[config.mk]
export PLATFORM = sky130hd
export DESIGN_NAME = utl2_cell_rx
export DESIGN_NICKNAME = d
export VERILOG_FILES = /design/src/rtl/utl2_rx_pkg.sv /design/src/rtl/utl2_rx_poll.sv /design/src/rtl/utl2_rx_occupancy.sv /design/src/rtl/utl2_rx_capture.sv /design/src/rtl/utl2_cell_rx.sv
export SDC_FILE = /design/constraint.sdc
export NUM_CORES = 1
export LEC_CHECK = 0
export BUFFER_PORTS_ARGS = -buffer_cell sky130_fd_sc_hd__buf_2
export CELL_PAD_IN_SITES_DETAIL_PLACEMENT = 1
export CELL_PAD_IN_SITES_GLOBAL_PLACEMENT = 1
export CORE_ASPECT_RATIO = 1.2
export CORE_UTILIZATION = 42
export DETAILED_ROUTE_END_ITERATION = 8
export GPL_TIMING_DRIVEN = 0
export PLACE_DENSITY = 0.8
export SLEW_MARGIN = 20
export SYNTH_ARGS = -nofsm -noshare
export SYNTH_HDL_FRONTEND = slang
export SYNTH_HIERARCHICAL = 1
export SYNTH_SLANG_ARGS = --single-unit
[constraint.sdc]
create_clock -name clk -period 3.39 [get_ports clk]
set_input_delay 0.1695 -clock clk [delete_from_list [all_inputs] [get_ports clk]]
set_output_delay 0.1695 -clock clk [all_outputs]
set_load 0.03 [all_outputs]
[src/rtl/utl2_rx_pkg.sv]
`timescale 1ns/1ps
// Package: shared constants, the receive state type and the cell-length helper
// for the UTOPIA Level 2 slave cell receiver.
// Assumes bus widths of 8 or 16 bits only.
package utl2_rx_pkg;

    localparam logic [4:0] NULL_ADDR = 5'd31;

    // Receive state of the capture engine
    typedef enum logic [2:0] {
        ST_IDLE = 3'd0,   // no cell open
        ST_BODY = 3'd1,   // cell open, words still expected
        ST_FULL = 3'd2,   // last word taken, no extra word yet
        ST_LONG = 3'd3,   // extra words being thrown away
        ST_SKIP = 3'd4    // cell refused for lack of room
    } rx_state_t;

    // Words per cell for a given bus width (54 bytes on 16 bits, 53 on 8)
    function automatic int cell_words(input int bus_w);
        return (bus_w == 16) ? 27 : 53;
    endfunction

endpackage

[src/rtl/utl2_rx_poll.sv]
`timescale 1ns/1ps
// Module: poll responder. Produces the registered cell-available value and
// its output enable. In multi-PHY mode it answers only its own address and
// never the null address; in single-PHY mode it always drives.
// Assumes the pad ring builds the tristate from clav_o / clav_oe.
module utl2_rx_poll (
    input  logic       clk,
    input  logic       rst_n,
    input  logic       cfg_mphy,
    input  logic [4:0] cfg_addr,
    input  logic [4:0] poll_addr,
    input  logic       room,
    output logic       clav_o,
    output logic       clav_oe
);
    import utl2_rx_pkg::*;

    logic hit;

    // Address match for this port, excluding the null address
    always_comb begin
        hit = (poll_addr == cfg_addr) && (cfg_addr != NULL_ADDR);
    end

    // Register the response one cycle after the poll address
    always_ff @(posedge clk) begin
        if (!rst_n) begin
            clav_o  <= 1'b0;
            clav_oe <= 1'b0;
        end else if (cfg_mphy) begin
            clav_oe <= hit;
            clav_o  <= hit && room;
        end else begin
            clav_oe <= 1'b1;
            clav_o  <= room;
        end
    end

    // value is never driven high while the line is released
    p_clav_needs_oe_r2: assert property (@(posedge clk) disable iff (!rst_n)
        clav_o |-> clav_oe);

    // polling the null address in multi-PHY mode never enables the line
    p_null_silent_r3: assert property (@(posedge clk) disable iff (!rst_n)
        (cfg_mphy && poll_addr == NULL_ADDR) |=> !clav_oe);

endmodule

[src/rtl/utl2_rx_occupancy.sv]
`timescale 1ns/1ps
// Module: cell occupancy counter. Tracks committed cells in the buffer,
// adds commits and subtracts releases, and reports room for a new cell
// (admission) and room counting the cell in progress (flow control).
// Assumes commit is only raised for a cell admitted with room_new high.
module utl2_rx_occupancy #(
    parameter int CELLS = 4,
    localparam int UW   = $clog2(CELLS + 1),
    localparam int PW   = UW + 1
) (
    input  logic clk,
    input  logic rst_n,
    input  logic commit,
    input  logic release_cell,
    input  logic busy,
    output logic room_new,
    output logic room_clav
);
    logic [UW-1:0] used_q;
    logic [PW-1:0] pend;

    // Count including a commit that is landing this cycle
    always_comb begin
        pend      = PW'(used_q) + PW'(commit);
        room_new  = pend < PW'(CELLS);
        room_clav = (pend + PW'(busy)) < PW'(CELLS);
    end

    // Update committed-cell count
    always_ff @(posedge clk) begin
        if (!rst_n) begin
            used_q <= '0;
        end else if (release_cell && pend != '0) begin
            used_q <= UW'(pend - PW'(1));
        end else begin
            used_q <= UW'(pend);
        end
    end

    // never more cells committed than the buffer holds
    p_no_overflow_r10: assert property (@(posedge clk) disable iff (!rst_n)
        used_q <= UW'(CELLS));

endmodule

[src/rtl/utl2_rx_capture.sv]
`timescale 1ns/1ps
// Module: cell capture engine. Takes words from the transmit bus, checks
// odd parity and cell length, writes words into the current cell slot and
// decides keep / discard. A discarded cell leaves the slot pointer alone,
// so its words are overwritten by the next cell.
// Assumes room_new reflects committed cells only (the open cell excluded).
module utl2_rx_capture #(
    parameter int BUS_W = 8,
    parameter int CELLS = 4,
    parameter int CW    = 53,
    parameter int AW    = 8,
    localparam int SW    = $clog2(CELLS),
    localparam int CNT_W = $clog2(CW + 1)
) (
    input  logic             clk,
    input  logic             rst_n,
    input  logic             par_en,
    input  logic             par_drop,
    input  logic             enb_n,
    input  logic             soc,
    input  logic [BUS_W-1:0] data,
    input  logic             prty,
    input  logic             room_new,
    output logic             busy,
    output logic             commit,
    output logic             buf_we,
    output logic [AW-1:0]    buf_waddr,
    output logic [BUS_W-1:0] buf_wdata,
    output logic             stat_bad_len,
    output logic             stat_par_err,
    output logic             stat_drop
);
    import utl2_rx_pkg::*;

    rx_state_t        state_q;
    logic [CNT_W-1:0] cnt_q;
    logic [SW-1:0]    slot_q;
    logic             acc_q;
    logic             word_v;
    logic             perr_w;
    logic [AW-1:0]    base;
    logic [SW-1:0]    slot_nx;

    // Word qualification, parity test and slot addressing
    always_comb begin
        word_v  = !enb_n;
        perr_w  = par_en && !(^{data, prty});
        base    = AW'(slot_q) * AW'(CW);
        slot_nx = (slot_q == SW'(CELLS - 1)) ? '0 : slot_q + SW'(1);
        busy    = (state_q == ST_BODY);
    end

    // Capture state machine, buffer writes and outcome pulses
    always_ff @(posedge clk) begin
        if (!rst_n) begin
            state_q      <= ST_IDLE;
            cnt_q        <= '0;
            slot_q       <= '0;
            acc_q        <= 1'b0;
            commit       <= 1'b0;
            buf_we       <= 1'b0;
            buf_waddr    <= '0;
            buf_wdata    <= '0;
            stat_bad_len <= 1'b0;
            stat_par_err <= 1'b0;
            stat_drop    <= 1'b0;
        end else begin
            commit       <= 1'b0;
            buf_we       <= 1'b0;
            stat_bad_len <= 1'b0;
            stat_par_err <= 1'b0;
            stat_drop    <= 1'b0;
            if (word_v) begin
                stat_par_err <= perr_w;
                if (soc) begin
                    if (state_q == ST_BODY) begin
                        stat_bad_len <= 1'b1;
                        stat_drop    <= 1'b1;
                    end
                    if (room_new) begin
                        state_q   <= ST_BODY;
                        cnt_q     <= CNT_W'(1);
                        acc_q     <= perr_w;
                        buf_we    <= 1'b1;
                        buf_waddr <= base;
                        buf_wdata <= data;
                    end else begin
                        state_q   <= ST_SKIP;
                        stat_drop <= 1'b1;
                    end
                end else begin
                    unique case (state_q)
                        ST_BODY: begin
                            buf_we    <= 1'b1;
                            buf_waddr <= base + AW'(cnt_q);
                            buf_wdata <= data;
                            cnt_q     <= cnt_q + CNT_W'(1);
                            acc_q     <= acc_q | perr_w;
                            if (cnt_q == CNT_W'(CW - 1)) begin
                                if ((acc_q | perr_w) && par_drop) begin
                                    stat_drop <= 1'b1;
                                    state_q   <= ST_IDLE;
                                end else begin
                                    commit  <= 1'b1;
                                    slot_q  <= slot_nx;
                                    state_q <= ST_FULL;
                                end
                            end
                        end
                        ST_FULL: begin
                            stat_bad_len <= 1'b1;
                            state_q      <= ST_LONG;
                        end
                        default: ;
                    endcase
                end
            end
        end
    end

    // nothing is written while trimming a long cell or skipping one
    p_no_write_when_idle_r11: assert property (@(posedge clk) disable iff (!rst_n)
        (state_q == ST_SKIP || state_q == ST_LONG) |-> !buf_we);

    // every write lands inside the buffer
    p_waddr_range_r5: assert property (@(posedge clk) disable iff (!rst_n)
        buf_we |-> (buf_waddr < AW'(CELLS * CW)));

    // a cell is either committed or discarded, never both at once
    p_ok_drop_excl_r9: assert property (@(posedge clk) disable iff (!rst_n)
        $countones({commit, stat_drop}) <= 1);

endmodule

[src/rtl/utl2_cell_rx.sv]
`timescale 1ns/1ps
// Module: UTOPIA Level 2 slave cell receiver, top level. Joins the poll
// responder, the capture engine and the occupancy counter. Drives the write
// port of an external four-cell buffer and emits one-cycle outcome pulses.
// Assumes BUS_W is 8 or 16 and CELLS is at least 2.
module utl2_cell_rx #(
    parameter int BUS_W = 8,
    parameter int CELLS = 4,
    localparam int CW   = utl2_rx_pkg::cell_words(BUS_W),
    localparam int AW   = $clog2(CELLS * CW)
) (
    input  logic             clk,
    input  logic             rst_n,
    input  logic             cfg_mphy,
    input  logic [4:0]       cfg_addr,
    input  logic             cfg_par_en,
    input  logic             cfg_par_drop,
    input  logic [4:0]       tx_addr,
    input  logic             tx_enb_n,
    input  logic             tx_soc,
    input  logic [BUS_W-1:0] tx_data,
    input  logic             tx_prty,
    output logic             clav_o,
    output logic             clav_oe,
    output logic             buf_we,
    output logic [AW-1:0]    buf_waddr,
    output logic [BUS_W-1:0] buf_wdata,
    input  logic             cell_release,
    output logic             stat_cell_ok,
    output logic             stat_bad_len,
    output logic             stat_par_err,
    output logic             stat_drop
);
    logic busy;
    logic commit;
    logic room_new;
    logic room_clav;

    utl2_rx_poll u_poll (
        .clk       (clk),
        .rst_n     (rst_n),
        .cfg_mphy  (cfg_mphy),
        .cfg_addr  (cfg_addr),
        .poll_addr (tx_addr),
        .room      (room_clav),
        .clav_o    (clav_o),
        .clav_oe   (clav_oe)
    );

    utl2_rx_capture #(
        .BUS_W (BUS_W),
        .CELLS (CELLS),
        .CW    (CW),
        .AW    (AW)
    ) u_capture (
        .clk          (clk),
        .rst_n        (rst_n),
        .par_en       (cfg_par_en),
        .par_drop     (cfg_par_drop),
        .enb_n        (tx_enb_n),
        .soc          (tx_soc),
        .data         (tx_data),
        .prty         (tx_prty),
        .room_new     (room_new),
        .busy         (busy),
        .commit       (commit),
        .buf_we       (buf_we),
        .buf_waddr    (buf_waddr),
        .buf_wdata    (buf_wdata),
        .stat_bad_len (stat_bad_len),
        .stat_par_err (stat_par_err),
        .stat_drop    (stat_drop)
    );

    utl2_rx_occupancy #(
        .CELLS (CELLS)
    ) u_occ (
        .clk          (clk),
        .rst_n        (rst_n),
        .commit       (commit),
        .release_cell (cell_release),
        .busy         (busy),
        .room_new     (room_new),
        .room_clav    (room_clav)
    );

    // Committed-cell pulse is the capture engine's commit strobe
    always_comb begin
        stat_cell_ok = commit;
    end

    // outputs quiet right after a reset cycle
    p_reset_quiet_r12: assert property (@(posedge clk)
        $past(!rst_n) |-> !(clav_o || clav_oe || buf_we || stat_drop));

endmodule

==> impl_results.html <==
<table>
<tr><th>Metric</th><th>Value</th></tr>
<tr><th colspan="2">Finish</th></tr>
<tr><td>Final design utilization</td><td>0.530</td></tr>
<tr><td>Final cell count without fillers</td><td>368</td></tr>
<tr><td>Most common cell after layout, fill and taps aside</td><td>buf_2</td></tr>
<tr><td>Number of inserted diodes</td><td>0</td></tr>
<tr><td>P&amp;R area growth vs syn</td><td>21.4%</td></tr>
<tr><td>Most frequent cells in the layout</td><td>buf_2, dfxtp_1, nand2_1, a21oi_1, nor2_1</td></tr>
<tr><td>Fin nets</td><td>between 300 and 400</td></tr>
<tr><td>Proportion of layout cells with a drive suffix above 1</td><td>0.214</td></tr>
<tr><th colspan="2">Setup path</th></tr>
<tr><td>Number of buffers and inverters on the critical path</td><td>2</td></tr>
<tr><td>Critical path's slowest cell</td><td>a21oi_2</td></tr>
<tr><td>Kind of launch point of the worst setup path</td><td>flop</td></tr>
<tr><td>Endpoint arrival time on the critical path</td><td>approximately 2.8 ns</td></tr>
<tr><td>Category of the worst setup path capture point</td><td>flop</td></tr>
<tr><td>Instance count on the critical path</td><td>11</td></tr>
<tr><td>Crit path max-delay family</td><td>compound AO/OA/AOI/OAI gates</td></tr>
<tr><td>Critical path class</td><td>reg2reg</td></tr>
<tr><td>Highest net fanout along the worst path</td><td>10</td></tr>
<tr><td>CP Cell Sequence</td><td>ha_1 &gt; ha_1 &gt; or2_4 &gt; a21boi_4 &gt; inv_1 &gt; nand2_1 &gt; a21oi_2 &gt; clkbuf_1 &gt; o211ai_1 &gt; o21ai_0 &gt; nor2_1</td></tr>
<tr><td>Worst R2R Path Depth</td><td>11</td></tr>
<tr><td>Critical Path RT</td><td>~3.6 ns</td></tr>
<tr><td>CP dominant cell by count</td><td>ha_1</td></tr>
<tr><td>Largest stage delay, worst path</td><td>about 0.43 ns</td></tr>
<tr><th colspan="2">Placed design</th></tr>
<tr><td>Number of port buffers</td><td>48</td></tr>
<tr><td>Cell total after placement</td><td>360</td></tr>
<tr><td>RePlAce Congestion</td><td>between 0.8 and 0.9</td></tr>
<tr><td>Post-DP HPWL</td><td>4140 um</td></tr>
<tr><th colspan="2">Floorplanning</th></tr>
<tr><td>Effective utilization at floorplan</td><td>0.436</td></tr>
<tr><td>Core footprint</td><td>0.00490 mm^2</td></tr>
<tr><td>Row Count</td><td>28</td></tr>
<tr><td>Number of I/O pins</td><td>50</td></tr>
<tr><td>Die height</td><td>80.2 um</td></tr>
<tr><td>Overall die area</td><td>0.00539 mm^2</td></tr>
<tr><td>Floorplan die width</td><td>67.2 um</td></tr>
<tr><th colspan="2">Clock network</th></tr>
<tr><td>CTS clock-pin slew for the worst setup and hold paths</td><td>0.08 ns</td></tr>
<tr><td>Post_cts resized</td><td>0</td></tr>
<tr><td>Clock latency on the worst-skew pair</td><td>0.30 ns</td></tr>
<tr><td>Inserted Clock Buffers</td><td>5</td></tr>
<tr><td>Maximum clock insertion buffer count</td><td>2</td></tr>
<tr><td>Quantity of hold-fixing buffers added after cts</td><td>0</td></tr>
<tr><td>CTS root buffer</td><td>clkbuf_8</td></tr>
<tr><td>TritonCTS clock tree</td><td>yes</td></tr>
<tr><td>Setup fix buffers added after clock tree synthesis</td><td>0</td></tr>
<tr><td>Number of levels in the clock H-tree</td><td>2</td></tr>
<tr><td>Total clock sinks</td><td>38</td></tr>
<tr><th colspan="2">Pwr</th></tr>
<tr><td>Switching Power</td><td>278 uW</td></tr>
<tr><td>Part of the total power dissipated in sequential elements</td><td>0.421</td></tr>
<tr><td>Internal cell power</td><td>around 840 uW</td></tr>
<tr><td>Worst IR Drop VDD</td><td>0.290 mV</td></tr>
<tr><td>Leakage</td><td>1.19 nW</td></tr>
<tr><td>Share of power burned in combinational logic</td><td>0.149</td></tr>
<tr><td>Total power</td><td>1.12 mW</td></tr>
<tr><td>Sw Share</td><td>0.248</td></tr>
<tr><td>Power per standard cell area</td><td>about 430 mW/mm^2</td></tr>
<tr><td>Part of the total power dissipated in the clock network</td><td>0.430</td></tr>
<tr><th colspan="2">Run status</th></tr>
<tr><td>Outcome</td><td>complete, no violations</td></tr>
<tr><th colspan="2">STA</th></tr>
<tr><td>Post-Route Hold Slack</td><td>0.116 ns</td></tr>
<tr><td>RSZ-0062 raised after global routing</td><td>no</td></tr>
<tr><td>Final-report setup violation count</td><td>0</td></tr>
<tr><td>Achievable Freq</td><td>375 MHz</td></tr>
<tr><td>Worst-Margin Slew</td><td>0.735 ns</td></tr>
<tr><td>Relative slew margins</td><td>0.505</td></tr>
<tr><td>Final count of pins violating max slew</td><td>0</td></tr>
<tr><td>Final critical path time including I/O delays and setup</td><td>2.66 ns</td></tr>
<tr><td>Final critical-path share of the clock period</td><td>0.786</td></tr>
<tr><td>Final hold violations</td><td>0</td></tr>
<tr><td>Setup clock skew after layout</td><td>approximately 0.0070 ns</td></tr>
<tr><td>Setup total negative slack</td><td>0 ns</td></tr>
<tr><th colspan="2">Global routing</th></tr>
<tr><td>Antenna violations before repair</td><td>0</td></tr>
<tr><td>Global-route congestion overflow total</td><td>0</td></tr>
<tr><td>Total Routing Usage GR</td><td>0.223</td></tr>
<tr><td>Number of global-route vias before repair</td><td>1,892</td></tr>
<tr><td>Pin count of the biggest net entering global routing</td><td>13</td></tr>
<tr><td>First-pass GRT wire length</td><td>8880 um</td></tr>
<tr><th colspan="2">Synth</th></tr>
<tr><td>Syn. warnings</td><td>6</td></tr>
<tr><td>Number of synthesized register bits</td><td>38</td></tr>
<tr><td>Post-synthesis net count</td><td>294</td></tr>
<tr><td>Sequential element share of the synthesized area</td><td>0.355</td></tr>
<tr><td>Avg Synthesized Cell Area</td><td>8.50 um^2</td></tr>
<tr><td>Gate count after technology mapping</td><td>about 250</td></tr>
<tr><td>Ys flop type</td><td>dfxtp_1</td></tr>
<tr><td>Number of flops mapped to enable cells by yosys</td><td>0</td></tr>
<tr><td>Post-Synthesis Cell Area</td><td>0.00214 mm^2</td></tr>
<tr><td>Number of distinct library cell variants in the gate-level netlist after synthesis</td><td>45</td></tr>
<tr><td>Async S/R FF share, synth</td><td>0</td></tr>
<tr><th colspan="2">Detailed routing</th></tr>
<tr><td>Residual DRC</td><td>0</td></tr>
<tr><td>Via total after detailed routing</td><td>1,959</td></tr>
<tr><td>Routed len/inst</td><td>15.0 um</td></tr>
<tr><td>Wire length reported by the detailed router</td><td>5520 um</td></tr>
<tr><td>DRT antenna net count</td><td>0</td></tr>
<tr><td>Number of DRC markers in iteration 0</td><td>63</td></tr>
<tr><td>Average vias per placed instance</td><td>5.32</td></tr>
<tr><td>Number of detailed-route iterations in the first pass</td><td>4</td></tr>
<tr><th colspan="2">Hold path</th></tr>
<tr><td>Cells on Worst Hold Path</td><td>3</td></tr>
<tr><td>Hold WC Path Type</td><td>in2reg</td></tr>
<tr><th colspan="2">Job</th></tr>
<tr><td>Max Cap Viol</td><td>0</td></tr>
</table>
==> through the flow <==
step | setup slack (ns) | area (um^2)
2_1_floorplan | 1.05 | 2140
3_3_place_gp | 0.716 | 2460
3_5_place_dp | 0.723 | 2460
4_1_cts | 0.700 | 2600
5_1_grt | 0.511 | 2600
6_report | 0.727 | 2600
==> state kept, by name, indices dropped and copies added (netlist names) <==
signal	flops
u_capture/stat_bad_len	1
u_capture/stat_drop	1
u_capture/commit	1
u_occ/used_q	3
u_capture/buf_we	1
u_capture/slot_q	2
u_capture/acc_q	1
u_capture/cnt_q	6
u_poll/clav_o	1
u_capture/buf_wdata	8
u_capture/stat_par_err	1
u_poll/clav_oe	1
u_capture/buf_waddr	8
u_capture/state_q	3
==> layout make-up <==
cell class / count / area [um^2]
fillers: 627 / 2310
multi-input cells: 195 / 1310
flip-flops and latches: 38 / 761
repair buffers: 48 / 240
clock buffers: 6 / 82.6
well taps: 60 / 75.1
clock inverters: 2 / 60.1
inverters: 11 / 41.3
plain buffers: 8 / 30.0
==> worst min-delay path: stages <==
cell	delay, ns
buf_2	0.11
nand2_1	0.05
nor2_1	0.03
==> power groups by stage <==
stage	Combinational (mW)	Clock (mW)	Sequential, mW
floorplan	0.0827	0	0.507
global placement	0.164	0	0.481
detailed placement	0.167	0	0.482
CTS	0.168	0.493	0.471
global route	0.183	0.509	0.473
finish	0.167	0.480	0.471
==> per-layer routing <==
metal | global-route usage | vias to the layer above | part of all wire
li1 | - | 987 | -
met1 | 0.269 | 924 | 0.42
met2 | 0.385 | 40 | 0.52
met3 | 0.0369 | 8 | 0.042
met4 | 0.0830 | 0 | 0.014
met5 | 0 | - | 0
==> cell families after synthesis <==
| kind of cell | synth area share |
|---|---|
| compound gates | 0.189 |
| mux | 0.0164 |
| simple gates | 0.237 |
| buf+inv | 0.0333 |
| fa+ha+maj | 0.0912 |
| flops | 0.355 |
| xor+xnor | 0.0783 |
==> synthesized netlist by cell type (all sizes together), types with 2 or more instances <==
master | instances | share of area
or3 | 2 | 0.0058
inv | 11 | 0.019
o21ai | 13 | 0.030
mux2i | 2 | 0.011
a31oi | 4 | 0.012
xor2 | 10 | 0.041
xnor2 | 4 | 0.016
nor2 | 22 | 0.039
dfxtp | 38 | 0.36
and2 | 2 | 0.0058
and3 | 3 | 0.0088
a21oi | 25 | 0.062
ha | 14 | 0.082
o211ai | 2 | 0.0070
nand4 | 4 | 0.012
clkbuf | 8 | 0.014
nor2b | 5 | 0.015
nand3 | 6 | 0.016
nor3b | 6 | 0.026
nor3 | 2 | 0.0047
o311ai | 2 | 0.0082
nand2 | 34 | 0.060
xnor3 | 2 | 0.021
nand2b | 7 | 0.020
o21a | 3 | 0.011
a21o | 5 | 0.018
nand3b | 2 | 0.0070
==> worst paths after layout <==
path                           from                     end  slack, ns
min                      cfg_par_en  u_capture/stat_par_err       0.12
max                u_capture/commit  u_capture/buf_waddr[3]       0.73
max reg2reg        u_capture/commit  u_capture/buf_waddr[3]       0.73
min reg2reg  u_capture/buf_wdata[3]  u_capture/buf_wdata[3]       0.45
No activity file was read; power rests on OpenSTA's default activity.
